## config.mk

```make
export PLATFORM = sky130hd
export DESIGN_NAME = ecc_err_monitor
export DESIGN_NICKNAME = d
export VERILOG_FILES = /design/src/rtl/ecc_cnt_pkg.sv /design/src/rtl/ecc_sbe_counter.sv /design/src/rtl/ecc_sticky_bit.sv /design/src/rtl/ecc_flag_bank.sv /design/src/rtl/ecc_err_monitor.sv
export SDC_FILE = /design/constraint.sdc
export NUM_CORES = 1
export LEC_CHECK = 0
export ABC_CLOCK_PERIOD_IN_PS = 2400
export BUFFER_PORTS_ARGS = -buffer_cell sky130_fd_sc_hd__buf_2
export CAP_MARGIN = 30
export CORE_ASPECT_RATIO = 2
export CORE_MARGIN = 3
export CORE_UTILIZATION = 42
export DETAILED_ROUTE_END_ITERATION = 12
export PLACE_DENSITY_LB_ADDON = 0.2
export SLEW_MARGIN = 10
export SYNTH_ARGS = -nofsm -noshare
export SYNTH_HDL_FRONTEND = slang
export SYNTH_SLANG_ARGS = --single-unit
export TNS_END_PERCENT = 50
```

## constraint.sdc

```tcl
create_clock -name clk -period 2.4 [get_ports clk]
set_clock_uncertainty 0.05 [all_clocks]
set_input_delay 0.12 -clock clk [delete_from_list [all_inputs] [get_ports clk]]
set_output_delay 0.12 -clock clk [all_outputs]
set_load 0.03 [all_outputs]
```

## src/rtl/ecc_cnt_pkg.sv

```systemverilog
package ecc_cnt_pkg;
  localparam int NFLAG     = 3;
  localparam int FLG_SBE   = 0;
  localparam int FLG_MBE   = 1;
  localparam int FLG_MULTI = 2;
  typedef logic [NFLAG-1:0] flag_vec_t;
endpackage

```

## src/rtl/ecc_sbe_counter.sv

```systemverilog
module ecc_sbe_counter #(
  parameter int CW        = 8,
  parameter int THR_RESET = 255
) (
  input  logic          clk,
  input  logic          rst,
  input  logic          inc,
  input  logic          thr_we,
  input  logic [CW-1:0] thr_d,
  input  logic          cnt_we,
  input  logic [CW-1:0] cnt_d,
  output logic [CW-1:0] cnt_q,
  output logic [CW-1:0] thr_q,
  output logic          hit
);
  localparam logic [CW-1:0] THR_INIT = CW'(THR_RESET);
  localparam logic [CW:0]   ONE_W    = (CW+1)'(1);

  logic [CW:0]   cnt_next_w;
  logic [CW:0]   thr_eff_w;

  // A stored limit of zero is treated as one.
  always_comb begin
    thr_eff_w  = (thr_q == '0) ? ONE_W : {1'b0, thr_q};
    cnt_next_w = {1'b0, cnt_q} + ONE_W;
    hit        = inc && !cnt_we && (cnt_next_w >= thr_eff_w);
  end

  always_ff @(posedge clk) begin
    if (rst) begin
      thr_q <= THR_INIT;
    end else if (thr_we) begin
      thr_q <= thr_d;
    end
  end

  always_ff @(posedge clk) begin
    if (rst) begin
      cnt_q <= '0;
    end else if (cnt_we) begin
      cnt_q <= cnt_d;
    end else if (hit) begin
      cnt_q <= '0;
    end else if (inc) begin
      cnt_q <= cnt_next_w[CW-1:0];
    end
  end
endmodule

```

## src/rtl/ecc_sticky_bit.sv

```systemverilog
module ecc_sticky_bit (
  input  logic clk,
  input  logic rst,
  input  logic set,
  input  logic clr,
  output logic q
);
  // A set in the same cycle as a clear wins.
  always_ff @(posedge clk) begin
    if (rst) begin
      q <= 1'b0;
    end else if (set) begin
      q <= 1'b1;
    end else if (clr) begin
      q <= 1'b0;
    end
  end
endmodule

```

## src/rtl/ecc_flag_bank.sv

```systemverilog
module ecc_flag_bank
  import ecc_cnt_pkg::*;
(
  input  logic      clk,
  input  logic      rst,
  input  logic      sbe_hit,
  input  logic      mbe_evt,
  input  flag_vec_t clr_mask,
  input  logic      clr_all,
  output flag_vec_t flags
);
  flag_vec_t set_vec;
  flag_vec_t clr_vec;

  // Repeat decisions use the flag values held before this cycle.
  always_comb begin
    set_vec            = '0;
    set_vec[FLG_SBE]   = sbe_hit;
    set_vec[FLG_MBE]   = mbe_evt;
    set_vec[FLG_MULTI] = (sbe_hit && flags[FLG_SBE]) ||
                         (mbe_evt && flags[FLG_MBE]);
    clr_vec            = clr_mask | {NFLAG{clr_all}};
  end

  for (genvar i = 0; i < NFLAG; i++) begin : g_flag
    ecc_sticky_bit u_bit (
      .clk (clk),
      .rst (rst),
      .set (set_vec[i]),
      .clr (clr_vec[i]),
      .q   (flags[i])
    );
  end
endmodule

```

## src/rtl/ecc_err_monitor.sv

```systemverilog
module ecc_err_monitor
  import ecc_cnt_pkg::*;
#(
  parameter int CW        = 8,
  parameter int THR_RESET = 255
) (
  input  logic          clk,
  input  logic          rst,
  input  logic          sbe_evt,
  input  logic          mbe_evt,
  input  logic          thr_wr_en,
  input  logic [CW-1:0] thr_wr_data,
  input  logic          cnt_wr_en,
  input  logic [CW-1:0] cnt_wr_data,
  input  logic [2:0]    flag_clr,
  input  logic          clr_all,
  output logic [CW-1:0] cnt_q,
  output logic [CW-1:0] thr_q,
  output logic          flag_sbe,
  output logic          flag_mbe,
  output logic          flag_multi
);
  logic      sbe_hit;
  flag_vec_t flags;

  ecc_sbe_counter #(.CW(CW), .THR_RESET(THR_RESET)) u_cnt (
    .clk    (clk),
    .rst    (rst),
    .inc    (sbe_evt),
    .thr_we (thr_wr_en),
    .thr_d  (thr_wr_data),
    .cnt_we (cnt_wr_en),
    .cnt_d  (cnt_wr_data),
    .cnt_q  (cnt_q),
    .thr_q  (thr_q),
    .hit    (sbe_hit)
  );

  ecc_flag_bank u_flags (
    .clk      (clk),
    .rst      (rst),
    .sbe_hit  (sbe_hit),
    .mbe_evt  (mbe_evt),
    .clr_mask (flag_clr),
    .clr_all  (clr_all),
    .flags    (flags)
  );

  assign flag_sbe   = flags[FLG_SBE];
  assign flag_mbe   = flags[FLG_MBE];
  assign flag_multi = flags[FLG_MULTI];
endmodule

```

; Word level (Yosys, flattened, before mapping)
; Cells that the tools add are included.
[totals]
word_cells = 29
regBits = 19
[op_classes]
add_sub_neg = 1
n_bitwise = 1
n_reduce_logical = 11
magnitude_cmp = 1
n_mux = 10
[ops]
columns = op, count
row1 = 2-to-1 mux 8 bit, 4
row2 = "adder 8 x 1 -> 9 bit, second input constant", 1
row3 = >= comparator 9 bit, 1
row4 = logical NOT 8 bit, 1
row5 = 2-to-1 mux 1 bit, 6
row6 = nonzero test 2 bit, 3
row7 = logical AND 1 bit, 4
row8 = OR 3 bit, 1
row9 = nonzero test 3 bit, 1
row10 = logical NOT 1 bit, 1
row11 = logical OR 1 bit, 1

; Longest topological paths before layout
[depth]
depth_word = 7
depth_mapped = 11
ltp_nobuf = 10

; Modules after synthesis
; Synthesis repeated with hierarchy kept, for this count alone.
[hier_totals]
cells_unflattened = 134
hier_area_um2 = 1148.6
[modules_own_cells]
columns = mod, instances, cells_each, seq_area_each_um2, area_per_inst_um2
row1 = ecc_sbe_counter, 1, 118, 320.3, 1004.7
row2 = ecc_sticky_bit, 3, 4, 20.0, 38.8
row3 = ecc_flag_bank, 1, 4, 0.0, 27.5

; Least setup slack after synthesis
; OpenSTA, ideal clock, no wires.
[synth_path]
path_kind = flip-flop to flip-flop
from = reg u_cnt.cnt_q[0]
to = reg u_flags.g_flag[2].u_bit.q
arrival_ns = 2.649
path_stages_with_launch = 12
synth_period_minus_slack_ns = 2.816
n_path_buf = 1
required_ns = 2.233
path_slack_ns = -0.416
path_cell_list = dfxtp_1 > ha_1 > nand3_1 > nor2_1 > xnor2_1 > inv_1 > ha_1 > a211oi_2 > a221oi_1 > a2111o_1 > buf_6 > a32o_1
[synth_between]
elab_chain_len = 6
[synth_rtl]
columns = item, line
row1 = from (decl), ecc_sbe_counter.sv:12  ; output logic [CW-1:0] cnt_q,
row2 = from (signal assigned), ecc_sbe_counter.sv:41  ; cnt_q <= cnt_d;
row3 = from (signal assigned), ecc_sbe_counter.sv:45  ; cnt_q <= cnt_next_w[CW-1:0];
row4 = adder 8 x 1 -> 9 bit *, ecc_sbe_counter.sv:25  ; cnt_next_w = {1'b0, cnt_q} + ONE_W;
row5 = >= comparator 9 bit *, ecc_sbe_counter.sv:26  ; hit = inc && !cnt_we && (cnt_next_w >= thr_eff_w);
row6 = logical AND 1 bit *, ecc_sbe_counter.sv:26
row7 = logical AND 1 bit *, ecc_flag_bank.sv:20  ; set_vec[FLG_MULTI] = (sbe_hit && flags[FLG_SBE]) ||
row8 = logical OR 1 bit *, ecc_flag_bank.sv:20
row9 = 2-to-1 mux 1 bit / nonzero test 2 bit (equally long branches), --
row10 = to (signal assigned), ecc_sticky_bit.sv:11  ; q <= 1'b0;
row11 = to (signal assigned), ecc_sticky_bit.sv:13  ; q <= 1'b1;
row12 = to (signal assigned), ecc_sticky_bit.sv:15  ; q <= 1'b0;
row13 = to (decl), ecc_sticky_bit.sv:6  ; output logic q
; Every way passes the cells marked *; elsewhere a longest branch is shown, timed or not.
; A chain may end at the register's enable or synchronous reset.

; Worst setup path in the final report
[layout_path]
from = reg u_cnt.cnt_q[0]
to = reg u_cnt.cnt_q[3]
[layout_between]
elab_chain_len = 5
[layout_rtl]
columns = item, line
row1 = adder 8 x 1 -> 9 bit *, ecc_sbe_counter.sv:25
row2 = >= comparator 9 bit, ecc_sbe_counter.sv:26
row3 = logical AND 1 bit, ecc_sbe_counter.sv:26
row4 = 2-to-1 mux 8 bit, ecc_sbe_counter.sv:42  ; end else if (hit) begin
row5 = 2-to-1 mux 8 bit, ecc_sbe_counter.sv:40  ; end else if (cnt_we) begin
; Every way passes the cells marked *; elsewhere a longest branch is shown, timed or not. The select of a mux whose other input is x is not followed.

==> results.toml <==
[synth]
synthesis.nets = 166
syn_inst = 131
synth-seq-cells = 19
synth_area_um2 = 1100
yosys-top-cells-area = "dfxtp_1 34%, ha_1 10%, inv_1 6.5%"
synth.avg_cell_area_um2 = 8.43
yosys_warnings = 0
yosysTopAreaCell = "dfxtp_1"
ys_types = 33
ys_seq_area_share_pct = 34.4
synth_top_cell_area_share_pct = 34.4

[timing]
fin_ws_ps = -54.3
worstMarginPinSlew_ps = 444
relSlewSlack_pct = 70.3
fmax_mhz = 407
hold_viol_final = 0
maxSlewViolCount = 0
min_period_ps = 2450
period_share_pct = 102
setup_viol = 1
rsz0062_at_grt = "yes"

[die]
core_area_um2 = 2440
ios = 45
initial_core_util_pct = 45.3
rows = 25
dieArea_um2 = 3320
chipHeight_um = 78.5
fp.dieW_um = 42.3

[finish]
drive_gt1_share_pct = 47.1
utilization_pct = 67.5
syn2layout_area_growth_pct = 49.0
final_cell_area_um2 = 1650
n_antenna_cell = 0
fill_cells = 198
fin_nets = 223

[power]
p_total_mw = 0.808
power_leakage_nw = 0.784
ir_worst_vdd_mv = 0.435
p_per_area_nw_per_um2 = 490

[placement]
port_buffers = 44
place_area_um2 = 1450
gp_congestion = 0.781
preCtsSetupSlack_ps = -166
post-dp-hpwl_mm = 2.44

[detailed_routing]
post_drt_wl_per_cell_um = 15.5
finalWirelength_mm = 3.31
final_antenna_net_count = 0
first_pass_iters = 4
num_vias = 1181
dr.first_iter.drc_count = 9
viasPerCell = 5.52
drc = 0

[clock_network]
clk_latency_ps = 250
path_clk_slew_ps = 70
root_buffer = "clkbuf_8"
numCtsBuffers = 3
hold_buffers = 0
cts_buffer_depth = 2
cts.sinks = 19
h-tree-depth = 1
cts_tree = "built"

[grt]
grt_usage_pct = 20.2
grt_pass1_vias = 1239
antenna_found_initial = 0
grt_max_degree = 18
gr-total-overflow = 0
grt_pass1_wl_mm = 5.38

[worst_hold_path]
hold_path_class = "input port to flip-flop"

[setup_path]
critPathMaxFanout = 5
worstPathArrival_ps = 2560
critPathRequiredTime_ps = 2510
cp-end-kind = "flip-flop"
crit_type = "flip-flop to flip-flop"
startpoint_type = "flip-flop"

[flow_run]
drv_cap = 0

[run_status]
violations = "setup timing"
status = "finished, violations left"
sequential cells by signal, indices dropped and copies added, names as in the netlist:
| name | flops |
|---|---|
| u_cnt.cnt_q | 8 |
| u_flags.g_flag.u_bit.q | 3 |
| u_cnt.thr_q | 8 |
layout make-up:
type	count	area, um2	area share [%]
clock buffers	4	45.0	2.74
inverters	20	75.1	4.56
multi-input cells	86	763	46.4
flip-flops and latches	19	400	24.3
well taps	27	33.8	2.05
repair buffers	58	329	20.0
worst max-delay path, stage by stage (launching register included):
cell and delay [ps]:
dfxtp_4 370, nand4_1 120, or2_4 260, xor2_2 160
inv_2 70, ha_4 220, o21ai_4 160, a211oi_2 100
a2111o_1 550, o32ai_1 290
placed cells by master, fill, tap and decap left out, types with 2 or more instances in the layout:
cell type / netlist / routed
buf_2: 0 / 44
nor2_1: 5 / 3
o211ai_1: 7 / 7
dfxtp_1: 19 / 13
ha_1: 9 / 6
o32ai_2: 0 / 4
clkbuf_8: 0 / 3
ha_4: 0 / 3
nor3_1: 3 / 3
inv_1: 19 / 17
nand2_1: 11 / 11
buf_4: 0 / 13
nor2_2: 0 / 2
a21oi_1: 9 / 9
inv_2: 0 / 2
nand3_1: 3 / 2
dfxtp_4: 0 / 5
a2111o_1: 1 / 2
xnor2_1: 4 / 2
a211oi_2: 1 / 2
o32ai_1: 8 / 4
nor3b_1: 7 / 7
path summary, 6_finish.rpt:
| kind | startpoint | to | slack (ps) | cells after the start |
|---|---|---|---|---|
| max reg2reg | u_cnt.cnt_q[0] | u_cnt.cnt_q[3] | -50 | 9 |
| min | thr_wr_data[6] | u_cnt.thr_q[6] | 30 | 3 |
| max | u_cnt.cnt_q[0] | u_cnt.cnt_q[3] | -50 | 9 |
| min reg2reg | u_flags.g_flag[1].u_bit.q | u_flags.g_flag[1].u_bit.q | 480 | 2 |
per-stage QoR:
| stage | std cells | setup TNS (ps) | hold WS, ps |
|---|---|---|---|
| 6_report | 214 | -54.3 | 28.4 |
| 5_1_grt | 214 | -592 | 33.3 |
| 4_1_cts | 211 | -6.99 | 30.7 |
| 3_5_place_dp | 206 | -1120 | 292 |
| 3_3_place_gp | 206 | -316 | 287 |
| 2_1_floorplan | 131 | -51.7 | 187 |
cell families after synthesis:
logic type | share of synthesized area [%]
multiplexers | 0.906
AO/OA/AOI/OAI | 23.8
flip-flops | 34.4
AND/OR/NAND/NOR | 16.1
buffers and inverters | 9.85
adder cells (fa/ha/maj) | 10.2
XOR/XNOR | 4.76
per-layer routing:
metal / GRT usage [%] / vias up / wire length, um / part of all wire, %
met2: 40.4 / 39 / 1940 / 59
met4: 7.17 / 0 / 79 / 2.4
met1: 20.1 / 550 / 1150 / 35
met5: 0 / - / 0 / 0
met3: 2.29 / 8 / 140 / 4.2
li1: - / 584 / - / -
cells in the mapped netlist:
| cell | number |
|---|---|
| o21ai_1 | 1 |
| or2_2 | 1 |
| dfxtp_1 | 19 |
| a32o_1 | 1 |
| ha_1 | 9 |
| a211oi_1 | 1 |
| xnor2_1 | 4 |
| o32ai_1 | 8 |
| nor4_1 | 1 |
| nand2_1 | 11 |
| buf_6 | 1 |
| xor2_1 | 2 |
| mux2i_1 | 1 |
| o21ai_0 | 1 |
| nor3b_1 | 7 |
| a211oi_2 | 1 |
| o211ai_1 | 7 |
| o21bai_1 | 1 |
| nor4b_1 | 1 |
| a41o_1 | 1 |
| a221oi_1 | 1 |
| nand3b_1 | 1 |
| nand4_1 | 1 |
| a21oi_1 | 9 |
| a21o_2 | 1 |
| a2111o_1 | 1 |
| nor2_1 | 5 |
| a22o_1 | 1 |
| nand3_1 | 3 |
| nor3_1 | 3 |
| inv_1 | 19 |
| clkinv_1 | 1 |
| clkbuf_1 | 6 |
power by group:
part | switching, mW | internal (mW)
clock | 0.106 | 0.118
combinational | 0.135 | 0.0973
sequential | 0.0170 | 0.334
timing repair:
| action | 4_1_cts | 5_1_grt |
|---|---|---|
| gates cloned | 1 | 0 |
| setup endpoints to repair | 10 | 10 |
| pin swaps | 4 | 10 |
| gates resized for setup | 4 | 15 |
| hold endpoints to repair | 0 | 0 |
| buffers inserted | 0 | 3 |
Power figures use the tool's default switching activity.
